[src/rtl/sdram_mon_pkg.sv]
package sdram_mon_pkg;

    typedef enum logic [3:0] {
        OP_DESEL,
        OP_NOP,
        OP_MRS,
        OP_REF,
        OP_ACT,
        OP_PRE,
        OP_RD,
        OP_WR,
        OP_BST
    } op_e;

    localparam int NRULE  = 10;
    localparam int CODE_W = $clog2(NRULE);

    localparam int RL_CKE     = 0;
    localparam int RL_MRS_GAP = 1;
    localparam int RL_ALLPRE  = 2;
    localparam int RL_CLOSED  = 3;
    localparam int RL_REOPEN  = 4;
    localparam int RL_RCD     = 5;
    localparam int RL_RRD     = 6;
    localparam int RL_RAS     = 7;
    localparam int RL_RP      = 8;
    localparam int RL_APLOCK  = 9;

    function automatic op_e decode_cmd(input logic cs_n, input logic ras_n,
                                       input logic cas_n, input logic we_n);
        op_e r;
        if (cs_n) begin
            r = OP_DESEL;
        end else begin
            unique case ({ras_n, cas_n, we_n})
                3'b000:  r = OP_MRS;
                3'b001:  r = OP_REF;
                3'b011:  r = OP_ACT;
                3'b010:  r = OP_PRE;
                3'b101:  r = OP_RD;
                3'b100:  r = OP_WR;
                3'b110:  r = OP_BST;
                default: r = OP_NOP;
            endcase
        end
        return r;
    endfunction

    function automatic logic is_real(input op_e op);
        return (op != OP_NOP) && (op != OP_DESEL);
    endfunction

    function automatic logic is_rw(input op_e op);
        return (op == OP_RD) || (op == OP_WR);
    endfunction

    function automatic logic [CODE_W-1:0] lowest_rule(input logic [NRULE-1:0] v);
        logic [CODE_W-1:0] c;
        c = '0;
        for (int i = NRULE - 1; i >= 0; i--) begin
            if (v[i]) c = CODE_W'(i);
        end
        return c;
    endfunction

endpackage

[src/rtl/sdram_cmd_front.sv]
module sdram_cmd_front
    import sdram_mon_pkg::*;
(
    input  logic clk,
    input  logic rst,
    input  logic cke,
    input  logic cs_n,
    input  logic ras_n,
    input  logic cas_n,
    input  logic we_n,
    output op_e  op_acc,
    output logic v_cke
);
    logic cke_q;
    op_e  raw_op;

    always_ff @(posedge clk) begin
        if (rst) cke_q <= 1'b1;
        else     cke_q <= cke;
    end

    always_comb begin
        raw_op = decode_cmd(cs_n, ras_n, cas_n, we_n);
        v_cke  = is_real(raw_op) && !cke_q;
        op_acc = cke_q ? raw_op : OP_NOP;
    end

endmodule

[src/rtl/sdram_bank_tracker.sv]
module sdram_bank_tracker
    import sdram_mon_pkg::*;
#(
    parameter int CW        = 3,
    parameter int T_RCD     = 3,
    parameter int T_RAS     = 5,
    parameter int T_RP      = 3,
    parameter int BURST_LEN = 4
) (
    input  logic clk,
    input  logic rst,
    input  op_e  op,
    input  logic sel,
    input  logic a10,
    output logic open_o,
    output logic ap_busy_o,
    output logic v_closed,
    output logic v_reopen,
    output logic v_rcd,
    output logic v_ras,
    output logic v_rp
);
    localparam int AW = $clog2(BURST_LEN + 1);
    localparam logic [CW-1:0] CMAX  = '1;
    localparam logic [CW-1:0] RCD_L = CW'(T_RCD);
    localparam logic [CW-1:0] RAS_L = CW'(T_RAS);
    localparam logic [CW-1:0] RP_L  = CW'(T_RP);
    localparam logic [AW-1:0] AP_INIT = AW'(BURST_LEN - 1);

    logic          open_q;
    logic [CW-1:0] act_cnt, pre_cnt;
    logic [AW-1:0] ap_rem;
    logic          act_hit, pre_hit, rw_hit, ap_end;

    always_comb begin
        act_hit  = (op == OP_ACT) && sel;
        pre_hit  = (op == OP_PRE) && (a10 || sel);
        rw_hit   = is_rw(op) && sel;
        ap_end   = (ap_rem == AW'(1));
        v_closed = rw_hit && !open_q;
        v_rcd    = rw_hit && open_q && (act_cnt < RCD_L);
        v_reopen = act_hit && open_q;
        v_rp     = act_hit && (pre_cnt < RP_L);
        v_ras    = pre_hit && open_q && (act_cnt < RAS_L);
        open_o    = open_q;
        ap_busy_o = (ap_rem != '0);
    end

    always_ff @(posedge clk) begin
        if (rst) begin
            open_q  <= 1'b0;
            act_cnt <= CMAX;
            pre_cnt <= CMAX;
            ap_rem  <= '0;
        end else begin
            if (act_cnt != CMAX) act_cnt <= act_cnt + 1'b1;
            if (pre_cnt != CMAX) pre_cnt <= pre_cnt + 1'b1;
            if (ap_rem != '0)    ap_rem  <= ap_rem - 1'b1;
            if (ap_end) begin
                open_q  <= 1'b0;
                pre_cnt <= '0;
            end
            if (act_hit) begin
                open_q  <= 1'b1;
                act_cnt <= CW'(1);
            end
            if (pre_hit) begin
                open_q  <= 1'b0;
                pre_cnt <= CW'(1);
                ap_rem  <= '0;
            end
            if (rw_hit && a10) begin
                if (BURST_LEN == 1) begin
                    open_q  <= 1'b0;
                    pre_cnt <= '0;
                end else begin
                    ap_rem <= AP_INIT;
                end
            end
        end
    end

    a_r9_precharge_closes: assert property (@(posedge clk) disable iff (rst)
        pre_hit |=> !open_q);

    a_r11_activate_opens: assert property (@(posedge clk) disable iff (rst)
        act_hit |=> open_q);

endmodule

[src/rtl/sdram_err_report.sv]
module sdram_err_report
    import sdram_mon_pkg::*;
(
    input  logic                 clk,
    input  logic                 rst,
    input  logic [NRULE-1:0]     viol,
    output logic [NRULE-1:0]     err_sticky,
    output logic                 err_pulse,
    output logic [CODE_W-1:0]    err_code
);
    always_ff @(posedge clk) begin
        if (rst) begin
            err_sticky <= '0;
            err_pulse  <= 1'b0;
            err_code   <= '0;
        end else begin
            err_sticky <= err_sticky | viol;
            err_pulse  <= |viol;
            err_code   <= lowest_rule(viol);
        end
    end

    a_r12_sticky_holds: assert property (@(posedge clk) disable iff (rst)
        ((err_sticky & $past(err_sticky)) == $past(err_sticky)));

    a_r12_code_recorded: assert property (@(posedge clk) disable iff (rst)
        err_pulse |-> err_sticky[err_code]);

endmodule

[src/rtl/sdram_proto_monitor.sv]
module sdram_proto_monitor
    import sdram_mon_pkg::*;
#(
    parameter int NBANK     = 4,
    parameter int T_RCD     = 3,
    parameter int T_RRD     = 2,
    parameter int T_RP      = 3,
    parameter int T_RAS     = 5,
    parameter int MRS_GAP   = 2,
    parameter int BURST_LEN = 4,
    localparam int BA_W     = $clog2(NBANK)
) (
    input  logic              clk,
    input  logic              rst,
    input  logic              cke,
    input  logic              cs_n,
    input  logic              ras_n,
    input  logic              cas_n,
    input  logic              we_n,
    input  logic [BA_W-1:0]   ba,
    input  logic              a10,
    output logic [NRULE-1:0]  err_sticky,
    output logic              err_pulse,
    output logic [CODE_W-1:0] err_code
);
    localparam int T_A  = (T_RCD > T_RRD) ? T_RCD : T_RRD;
    localparam int T_B  = (T_RP > T_RAS) ? T_RP : T_RAS;
    localparam int T_C  = (T_A > T_B) ? T_A : T_B;
    localparam int TMAX = (T_C > MRS_GAP) ? T_C : MRS_GAP;
    localparam int CW   = $clog2(TMAX + 1);
    localparam logic [CW-1:0] CMAX  = '1;
    localparam logic [CW-1:0] RRD_L = CW'(T_RRD);
    localparam logic [CW-1:0] MRS_L = CW'(MRS_GAP);

    op_e              op;
    logic             v_cke;
    logic [CW-1:0]    mrs_cnt, rrd_cnt;
    logic [NBANK-1:0] b_open, b_ap, b_closed, b_reopen, b_rcd, b_ras, b_rp;
    logic [NRULE-1:0] viol;

    sdram_cmd_front u_front (
        .clk(clk), .rst(rst), .cke(cke), .cs_n(cs_n), .ras_n(ras_n),
        .cas_n(cas_n), .we_n(we_n), .op_acc(op), .v_cke(v_cke)
    );

    for (genvar g = 0; g < NBANK; g++) begin : g_bank
        sdram_bank_tracker #(
            .CW(CW), .T_RCD(T_RCD), .T_RAS(T_RAS), .T_RP(T_RP),
            .BURST_LEN(BURST_LEN)
        ) u_bank (
            .clk(clk), .rst(rst), .op(op),
            .sel(ba == BA_W'(g)), .a10(a10),
            .open_o(b_open[g]), .ap_busy_o(b_ap[g]),
            .v_closed(b_closed[g]), .v_reopen(b_reopen[g]),
            .v_rcd(b_rcd[g]), .v_ras(b_ras[g]), .v_rp(b_rp[g])
        );
    end

    always_ff @(posedge clk) begin
        if (rst) begin
            mrs_cnt <= CMAX;
            rrd_cnt <= CMAX;
        end else begin
            if (mrs_cnt != CMAX) mrs_cnt <= mrs_cnt + 1'b1;
            if (rrd_cnt != CMAX) rrd_cnt <= rrd_cnt + 1'b1;
            if (op == OP_MRS)    mrs_cnt <= CW'(1);
            if (op == OP_ACT)    rrd_cnt <= CW'(1);
        end
    end

    always_comb begin
        viol             = '0;
        viol[RL_CKE]     = v_cke;
        viol[RL_MRS_GAP] = is_real(op) && (mrs_cnt < MRS_L);
        viol[RL_ALLPRE]  = ((op == OP_MRS) || (op == OP_REF)) && (|b_open);
        viol[RL_CLOSED]  = |b_closed;
        viol[RL_REOPEN]  = |b_reopen;
        viol[RL_RCD]     = |b_rcd;
        viol[RL_RRD]     = (op == OP_ACT) && (rrd_cnt < RRD_L);
        viol[RL_RAS]     = |b_ras;
        viol[RL_RP]      = |b_rp;
        viol[RL_APLOCK]  = is_rw(op) && (|b_ap);
    end

    sdram_err_report u_report (
        .clk(clk), .rst(rst), .viol(viol),
        .err_sticky(err_sticky), .err_pulse(err_pulse), .err_code(err_code)
    );

    a_r2_no_state_change_when_suspended: assert property (@(posedge clk) disable iff (rst)
        v_cke |=> $stable(rrd_cnt) || (rrd_cnt == CMAX) || (rrd_cnt == $past(rrd_cnt) + 1'b1));

endmodule

[config.mk]
export PLATFORM = sky130hd
export DESIGN_NAME = sdram_proto_monitor
export DESIGN_NICKNAME = d
export VERILOG_FILES = /design/src/rtl/sdram_mon_pkg.sv /design/src/rtl/sdram_cmd_front.sv /design/src/rtl/sdram_bank_tracker.sv /design/src/rtl/sdram_err_report.sv /design/src/rtl/sdram_proto_monitor.sv
export SDC_FILE = /design/constraint.sdc
export NUM_CORES = 1
export LEC_CHECK = 0
export BUFFER_PORTS_ARGS = -buffer_cell sky130_fd_sc_hd__buf_4
export CAP_MARGIN = 20
export CORE_MARGIN = 8
export CORE_UTILIZATION = 48
export DETAILED_ROUTE_END_ITERATION = 6
export HOLD_SLACK_MARGIN = 0.05
export PLACE_DENSITY = 0.73
export SYNTH_ARGS = -nofsm -noshare
export SYNTH_HDL_FRONTEND = slang
export SYNTH_SLANG_ARGS = --single-unit
export TNS_END_PERCENT = 50
[constraint.sdc]
create_clock -name clk -period 6.5 [get_ports clk]
set_input_delay 1.625 -clock clk [delete_from_list [all_inputs] [get_ports clk]]
set_output_delay 1.625 -clock clk [all_outputs]
set_load 0.01 [all_outputs]
Word level (Yosys, flattened, before mapping). Index checks and enable logic that the tools add are counted.

Bits in registers: 62. Bits of input ports: 10. Output and inout bits: 15. Logic and storage cells: 273.

Add/subtract/negate cells: 14. $lt $le $gt $ge: 14. Eq/ne operators: 31. Mux-type cells: 56. Bitwise operators: 1. Reduce and logical (&&, ||, !) cells: 118.

Operator list (number): two-way mux 3 bit (28); logical AND 1 bit (51); nonzero test 3 bit (12); adder 3 x 1 -> 3 bit, second input constant (10); less-than comparator 3 x 2 -> 1 bit, second input constant (10); inequality test 3 bit, second input constant (10); two-way mux 2 bit (14); one-hot mux 4 bit (7 select lines) (1); nonzero test 2 bit (14); OR reduction 4 bit (7); OR reduction 25 bit (1); OR reduction 2 bit (11); OR reduction 21 bit (1); equality test 4 x 3 -> 1 bit, second input constant (4); two-way mux 4 bit (4); equality test 3 x 1 -> 1 bit, second input constant (5); OR reduction 3 bit (5); less-than comparator 3 bit, second input constant (4); subtractor 3 x 1 -> 3 bit, second input constant (4); OR 10 bit (1); equality test 3 bit, second input constant (3); two-way mux 1 bit (9); equality test 4 x 2 -> 1 bit, second input constant (2); inequality test 4 x 1 -> 1 bit, second input constant (2); other kinds (9) (21).

Depth between registers and ports, before layout. Gate-level depths: netlist (run 1).

Depth after elaboration: 16. Mapped depth: 9. Depth with buffers taken out: 7.

Hierarchy. Synthesis (run 1) repeated with hierarchy kept, for this count alone.

Cell total of the unflattened synthesis: 366. Area, all modules: 3409.5 um^2.

By module, submodules not included: sdram_bank_tracker (instances 4, cells each 63, area an instance 588.1 um^2, sequential area each 200.2 um^2); sdram_err_report (instances 1, cells each 55, area an instance 494.2 um^2, sequential area each 300.3 um^2); sdram_proto_monitor (instances 1, cells each 40, area an instance 425.4 um^2, sequential area each 120.1 um^2); sdram_cmd_front (instances 1, cells each 19, area an instance 137.6 um^2, sequential area each 20.0 um^2).

Least setup slack after synthesis (run 1). OpenSTA, ideal clock, no wires.

Kind: input -> register. Start: input ras_n. End: register u_report.err_code[3]. Library setup time: 0.087 ns. Data arrival time: 3.242 ns. Required time: 6.413 ns. Path slack: 3.171 ns. Cell stages on the path: 8. Path buffers: 1. Path through: buf_6 -> inv_1 -> ha_1 -> or2_2 -> nand3_1 -> a31oi_1 -> or4b_1 -> nor4b_2.

Longest elaborated chain between the ends: 10. Elaborated cells on any way between the ends: 73. Classes of those cells: eq/ne: 14; mux: 5; reduce/logical: 54.

RTL lines: from (decl) (line sdram_proto_monitor.sv:17) `input logic ras_n,`; equality test 3 bit (tied with other cells) (line sdram_mon_pkg.sv:35) `unique case ({ras_n, cas_n, we_n})`; one-hot mux 4 bit (7 select lines) (*) (line sdram_mon_pkg.sv:35); two-way mux 4 bit (*) (line sdram_mon_pkg.sv:32) `if (cs_n) begin`; two-way mux 4 bit (line sdram_cmd_front.sv:25) `op_acc = cke_q ? raw_op : OP_NOP;`; equality test 4 x 3 -> 1 bit (line sdram_mon_pkg.sv:54) `return (op == OP_RD) || (op == OP_WR);`; logical OR 1 bit (line sdram_mon_pkg.sv:54); logical AND 1 bit (line sdram_bank_tracker.sv:38) `rw_hit = is_rw(op) && sel;`; logical AND 1 bit (2 in a row) (line sdram_bank_tracker.sv:41) `v_rcd = rw_hit && open_q && (act_cnt < RCD_L);`; OR reduction 21 bit (no source line); to (signal assigned) (line sdram_err_report.sv:19) `err_code <= lowest_rule(viol);`; to (decl) (line sdram_err_report.sv:9) `output logic [CODE_W-1:0] err_code`.

Mark *: on every way between the ends. The rest lies on a longest branch, timed or not. A chain may end at the register's enable or synchronous reset.

Worst setup path after layout (run 1). Same ends and word-level chain as after synthesis.

==> results of run 1 <==
## cells by family (layout without fill, tap and decap cells)
kind of cell               count (synthesis)  after routing  share of synthesized area
and+or+nand+nor                          109            109                     0.1798
AOI/OAI and AO/OA                         87             87                     0.1839
DFF                                       62             62                     0.3678
adders and majority gates                 34             34                     0.1261
buffers and inverters                     23             53                    0.03003
muxes                                     22             22                    0.06896
xor gates and xnor gates                  15             15                    0.04338
## power groups by stage
stage	clock network (mW)	registers [mW]	logic, mW
floorplan	0	0.589	0.605
global placement	0	0.605	0.692
detailed placement	0	0.611	0.727
CTS	0.388	0.603	0.729
global route	0.404	0.621	0.834
finish	0.378	0.604	0.722
## worst max-delay path: cells and delay by family
family | cells | cell delay (ns)
AND/OR/NAND/NOR | 2 | 0.33
adder cells (fa/ha/maj) | 1 | 0.23
buffers and inverters | 2 | 0.18
AO/OA/AOI/OAI | 3 | 1.30
## cell type report
class                           instances  area (um2)  area share
Sequential cell                        62        1241      0.3228
Clock inverter                          6       85.08     0.02213
Clock buffer                           10       137.6     0.03580
Tap cell                               96       120.1     0.03124
Timing Repair Buffer                   24       180.2     0.04686
Multi-Input combinational cell        267        2032      0.5285
Inverter                               13       48.80     0.01269
## stage by stage
step / cell area [um2] / power (mW) / worst slack [ns]
2_1_floorplan: 3374 / 1.194 / 3.171
3_3_place_gp: 3622 / 1.297 / 2.788
3_5_place_dp: 3622 / 1.338 / 2.722
4_1_cts: 3845 / 1.721 / 3.079
5_1_grt: 3845 / 1.859 / 2.933
6_report: 3845 / 1.703 / 3.092
## metal layers
layer / GRT usage / vias up / wire, um
li1: - / 1324 / -
met1: 0.1769 / 1229 / 3183
met2: 0.2345 / 60 / 3131
met3: 0.05329 / 11 / 449
met4: 0.05006 / 0 / 109
met5: 0 / - / 0
## path summary, 6_finish.rpt
check	end	slack (ns)	cells after the start
max reg2reg	u_report.err_pulse	4.54	7
max	u_report.err_code[3]	3.09	8
min reg2reg	u_report.err_sticky[7]	0.44	2
min	u_report.err_sticky[7]	0.44	2
## sequential cells by signal, summed over array words and instances (netlist names), 3 cells and up
signal,cells
g_bank.u_bank.act_cnt,12
rrd_cnt,3
g_bank.u_bank.pre_cnt,12
mrs_cnt,3
u_report.err_sticky,10
g_bank.u_bank.ap_rem,12
g_bank.u_bank.open_o,4
u_report.err_code,4
## synth_stat cells, types with 3 or more instances
master    instances  area (um2)
nand3_1           3       15.01
xnor2_1          14       122.6
mux2i_1          21       210.2
nand2_1          10       37.54
nor3b_1           3       22.52
dfxtp_1          62        1241
or2_2             4       25.02
nor2_1           43       161.4
nor2b_1           9       56.30
or3_1             7       43.79
a21oi_1          18       90.09
a31oi_1           3       18.77
inv_1            13       48.80
a211oi_1          4       30.03
a21o_1            5       37.54
nand2b_1          9       56.30
o21ai_0           8       40.04
clkbuf_1          8       30.03
ha_1             34       425.4
o22ai_1          10       62.56
o21bai_1         25       187.7
nand4b_1          3       26.28
nand3b_1          3       22.52
==> impl_metrics.tcl, run 1 <==
set metrics [dict create \
    antenna_found_initial 0 \
    final_cell_mix "62 x dfxtp_1, 43 x nor2_1, 34 x ha_1" \
    placed_cells 462 \
    io_pins 25 \
    critical_path_required_ns 6.75 \
    finalClockSkew_ns 0.01053 \
    max_stage_delay_ns 0.50 \
    status "complete, no violations" \
    crit_slowest_cell "a211oi_1" \
    maxSlewViolCount 0 \
    cp.arrival_ns 3.66 \
    drt_iter0_markers 102 \
    final_antenna_net_count 0 \
    worstSetupStartpointType "input port" \
    io_buffers 24 \
    grt_pass1_wl_um 11900 \
    core_um2 6794 \
    post_cts_buffers 0 \
    fill_cells 593 \
    grtUsageTotal 0.1466 \
    path_class "input port to register" \
    drtPass1Iterations 4 \
    final_util 0.5659 \
    min_path_type "register to register" \
    p_sw_frac 0.3509 \
    synth_edf_count 0 \
    reg2reg_from "g_bank[2].u_bank.ap_rem[0]" \
    internal_power_mw 1.106 \
    layout_commonest_cell "dfxtp_1" \
    clk_pin_slew_ns 0.07 \
    clock-sinks 62 \
    rows 30 \
    drc 0 \
    cts_made_buffers 9 \
    cp-end-kind "register" \
    ys_seq_area_frac 0.3678 \
    fp.dieH_um 99.85 \
    cap_violations 0 \
    fp.dieArea_um2 9969 \
    area_growth_syn_to_layout_pct 13.94 \
    cts_max_level 3 \
    hold_buffers 0 \
    p_leak_nw 1.625 \
    path_cells "buf_4, inv_1, ha_1, o21bai_1, o2111ai_1, a211oi_1, nor2_1, nor4b_2" \
    worstSkewPairLatency_ns 0.34 \
    setup_viol 0 \
    clock_path_buffers 2 \
    timing.hold.worst.start "u_report.err_sticky[7]" \
    finalHoldViolations 0 \
    critPathLaunch "ras_n" \
    crit_fanout 8 \
    postSynthAreaPerCell_um2 9.587 \
    tns_ns 0 \
    start_util 0.4967 \
    vias 2624 \
    dieWidth_um 99.85 \
    place_congestion 0.8854 \
    ys_types 52 \
    netlist_area_um2 3374 \
    grt_max_degree 46 \
    fmax_ghz 0.2934 \
    gr-total-overflow 0 \
    wl_per_cell_um 14.38 \
    clockRootBuffer "clkbuf_8" \
    layout-drive-gt1-share 0.1414 \
    grt_pass1_vias 2538 \
    routed_via_density 5.490 \
    net-switching-power_mw 0.5976 \
    slew-limit-headroom 0.5267 \
    antenna_cells 0 \
    finalWirelength_um 6873 \
    netlist_instances 352 \
    worstMarginPinSlew_ns 0.7092 \
    synth_ff_type "dfxtp_1" \
    hpwl_um 5085 \
    p_seq_frac 0.354 \
    holdWs_ns 0.4444 \
    finalNetCount 421 \
    power_density_nw_per_um2 443.0 \
    power_frac_comb 0.424 \
    fin_cells 478 \
    yosysWarningCount 0 \
    async_flop_share 0 \
    rsz0062_at_grt "no" \
    synth_seq_cells 62 \
    period_share 0.5243 \
    cts_resized 0 \
    clockPowerShare 0.222 \
    cts_tree "built" \
    ir_drop_v 0.0002390 \
    min_period_ns 3.408 \
    synth_nets 396 \
]
No activity file was read; power rests on OpenSTA's default activity.
==> run 2, diff against run 1 <==
--- a/config.mk
+++ b/config.mk
@@ -5,13 +5,14 @@
 export SDC_FILE = /design/constraint.sdc
 export NUM_CORES = 1
 export LEC_CHECK = 0
+export ABC_AREA = 1
 export BUFFER_PORTS_ARGS = -buffer_cell sky130_fd_sc_hd__buf_4
 export CAP_MARGIN = 20
 export CORE_MARGIN = 8
 export CORE_UTILIZATION = 48
 export DETAILED_ROUTE_END_ITERATION = 6
 export HOLD_SLACK_MARGIN = 0.05
-export PLACE_DENSITY = 0.73
+export PLACE_DENSITY = 0.75
 export SYNTH_ARGS = -nofsm -noshare
 export SYNTH_HDL_FRONTEND = slang
 export SYNTH_SLANG_ARGS = --single-unit
==> constraint.sdc (replaced) <==
create_clock -name clk -period 2.92 [get_ports clk]
set_input_delay 0.73 -clock clk [delete_from_list [all_inputs] [get_ports clk]]
set_output_delay 0.73 -clock clk [all_outputs]
set_load 0.01 [all_outputs]
==> run 2 against run 1 <==
Final area rose by 1.8%. Core utilization fell by 1.5 points. Critical path depth increased by 6. Clock skew down 0.0060 ns. Wire length is 8.0% higher. Clock power up 100%. Hold slack improved by 0.0067 ns. Final cell count increased by 23%. Sequential cell count unchanged. Register-to-register slack worse by 3.5 ns. Sequential power rose by 120%.
==> impl_metrics.tcl, run 2 <==
set metrics [dict create \
    finalWirelength_um 7421 \
    maxSlewViolCount 0 \
    hpwl_um 5751 \
    power_density_nw_per_um2 925.1 \
    grtUsageTotal 0.1605 \
    area_growth_syn_to_layout_pct 14.12 \
    postSynthAreaPerCell_um2 7.568 \
    finalNetCount 528 \
    rr_worst_depth 9 \
    io_pins 25 \
    yosys-top-cells-area "dfxtp_1 36%, ha_1 12%, nand3_1 9.2%" \
    p_seq_frac 0.369 \
    cts_tree "built" \
    drtPass1Iterations 5 \
    final_antenna_net_count 0 \
    synth_seq_cells 62 \
    fp.dieH_um 100.5 \
    total_power_mw 3.619 \
    worstSkewPairLatency_ns 0.35 \
    fin_cells 588 \
    placed_cells 572 \
    min_period_ns 2.172 \
    drt_iter0_markers 181 \
    worstMarginPinSlew_ns 0.4349 \
    synth_top_area_cell "dfxtp_1" \
    antenna_found_initial 0 \
    status "complete, no violations" \
    yosysWarningCount 0 \
    reg.largest.list "g_bank.u_bank.act_cnt x12, g_bank.u_bank.ap_rem x12, g_bank.u_bank.pre_cnt x12" \
    fin_area_um2 3913 \
    netlist.area_leader.share 0.3620 \
    cap_violations 0 \
    antenna_cells 0 \
    synth_edf_count 0 \
    path_cells "buf_4, inv_1, ha_1, nand3_2, nor2_2, buf_4, inv_1, nor2_2, nand4_1, nand2_1, nor2_1, nand2_1, nor2_2, and2_1" \
    grt_max_degree 22 \
    core_um2 7098 \
    rows 31 \
    grt_pass1_wl_um 12980 \
    place_congestion 0.8842 \
    p_leak_nw 1.826 \
    layout_commonest_cell "nand2_1" \
    clockRootBuffer "clkbuf_8" \
    hold_buffers 0 \
    r2r-end "u_report.err_code[0]" \
    finalHoldViolations 0 \
    internal_power_mw 2.223 \
    start_util 0.4830 \
    placed_area_um2 3712 \
    rrSetupSlack_ns 1.06 \
    critical_path_required_ns 3.16 \
    final_cell_mix "75 x nand2_1, 63 x nand3_1, 62 x inv_1, 62 x dfxtp_1, 34 x ha_1" \
    async_flop_share 0 \
    io_buffers 24 \
    ys_types 33 \
    critPathLaunch "cas_n" \
    path_common_cell "nor2_2" \
    slew-limit-headroom 0.7090 \
    rsz0062_at_grt "no" \
    worstSetupStartpointType "input port" \
    ir_drop_v 0.0003895 \
    routed_via_density 5.189 \
    finalClockSkew_ns 0.004575 \
    power_frac_comb 0.420 \
    crit_fanout 11 \
    netlist_area_um2 3428 \
    cp.arrival_ns 2.42 \
    clockPowerShare 0.210 \
    cp-end-kind "register" \
    gr-total-overflow 0 \
    min_path_type "register to register" \
    max_stage_delay_ns 0.30 \
    yosysMostFrequentCell "nand2_1" \
    synth_ff_type "dfxtp_1" \
    layout-drive-gt1-share 0.1431 \
    clock-sinks 62 \
    fp.dieArea_um2 10100 \
    net-switching-power_mw 1.396 \
    crit_slowest_cell "ha_1" \
    crit_end "u_report.err_code[3]" \
    setup_viol 0 \
    period_share 0.7438 \
    clock_path_buffers 2 \
    path_class "input port to register" \
    drc 0 \
    post_cts_buffers 0 \
    reg2reg_from "g_bank[0].u_bank.ap_rem[0]" \
    fill_cells 662 \
    vias 3051 \
    cts_max_level 3 \
    netlist_instances 453 \
    cts_resized 0 \
    ys_seq_area_frac 0.3620 \
    synthTopCellsByCount "75 x nand2_1, 63 x nand3_1, 62 x dfxtp_1, 62 x inv_1, 34 x ha_1" \
    p_sw_frac 0.3857 \
    dieWidth_um 100.5 \
    grt_pass1_vias 2870 \
    tns_ns 0 \
    fmax_ghz 0.4604 \
    clk_pin_slew_ns 0.06 \
    wl_per_cell_um 12.62 \
    synth_nets 497 \
    cts_made_buffers 9 \
]
[run 2: cell types whose count changed after synthesis, moves of 8 or more]
cell      change
inv_1        +49
xor2_1       +10
nor2_1       -15
nand3_1      +60
nand4_1      +23
nor2b_1       -9
nand2b_1      -9
nand2_1      +65
mux2i_1      -21
o21bai_1     -25
xnor2_1      -14
nor2_2        +8
[run 2: how the worst min path moves through the flow]
stage / startpoint / to / slack (ns) / cells after the start
finish: u_report.err_sticky[5] / u_report.err_sticky[5] / 0.45 / 2
global placement: u_report.err_sticky[2] / u_report.err_sticky[2] / 0.44 / 2
floorplan: g_bank[0].u_bank.pre_cnt[1] / g_bank[0].u_bank.pre_cnt[1] / 0.45 / 2
CTS: u_report.err_sticky[2] / u_report.err_sticky[2] / 0.46 / 2
global route: u_report.err_sticky[3] / u_report.err_sticky[3] / 0.48 / 2
detailed placement: u_report.err_sticky[2] / u_report.err_sticky[2] / 0.45 / 2
[run 2: kinds of logic after synthesis]
logic type / Yosys count / share of synthesized area
AOI/OAI and AO/OA: 52 / 0.09015
xor gates and xnor gates: 10 / 0.02555
adders and majority gates: 34 / 0.1241
buffers and inverters: 73 / 0.08576
DFF: 62 / 0.3620
and+or+nand+nor: 222 / 0.3124
[run 2: through the flow]
step / hold WS (ns) / setup slack [ns] / utilization
after floorplan: 0.4537 / 0.7574 / -
after global placement: 0.4372 / 0.4961 / 0.5230
after detailed placement: 0.4486 / 0.4108 / 0.5230
after CTS: 0.4581 / 0.7779 / 0.5512
after global routing: 0.4784 / 0.5858 / 0.5512
final: 0.4511 / 0.7481 / 0.5512
[run 2: power by group through the flow]
| stage | clock, mW | sequential [mW] | combinational [mW] |
|---|---|---|---|
| 4_1_cts | 0.785 | 1.34 | 1.53 |
| 3_3_place_gp | 0 | 1.34 | 1.42 |
| 6_report | 0.761 | 1.34 | 1.52 |
| 3_5_place_dp | 0 | 1.35 | 1.52 |
| 5_1_grt | 0.821 | 1.38 | 1.78 |
| 2_1_floorplan | 0 | 1.31 | 1.23 |
[run 2: critical path: cells and delay by family]
family                   cells  cell delay (ns)
AND/OR/NAND/NOR              9             0.97
buffers and inverters        4             0.41
adder cells (fa/ha/maj)      1             0.30
[run 2: layer usage]
| metal | track usage | vias up | share of wire |
|---|---|---|---|
| met5 | 0 | - | 0 |
| met4 | 0.06977 | 0 | 0.015 |
| met3 | 0.04420 | 8 | 0.049 |
| met2 | 0.2595 | 70 | 0.47 |
| met1 | 0.1946 | 1393 | 0.46 |
| li1 | - | 1580 | - |
[run 2: layout make-up]
| cell class | instances | area (um2) | area share |
|---|---|---|---|
| well taps | 99 | 123.9 | 0.03166 |
| clock inverters | 4 | 45.04 | 0.01151 |
| repair buffers | 28 | 210.2 | 0.05373 |
| flip-flops and latches | 62 | 1241 | 0.3172 |
| multi-input cells | 318 | 1893 | 0.4839 |
| inverters | 65 | 244.0 | 0.06236 |
| clock buffers | 12 | 155.1 | 0.03965 |
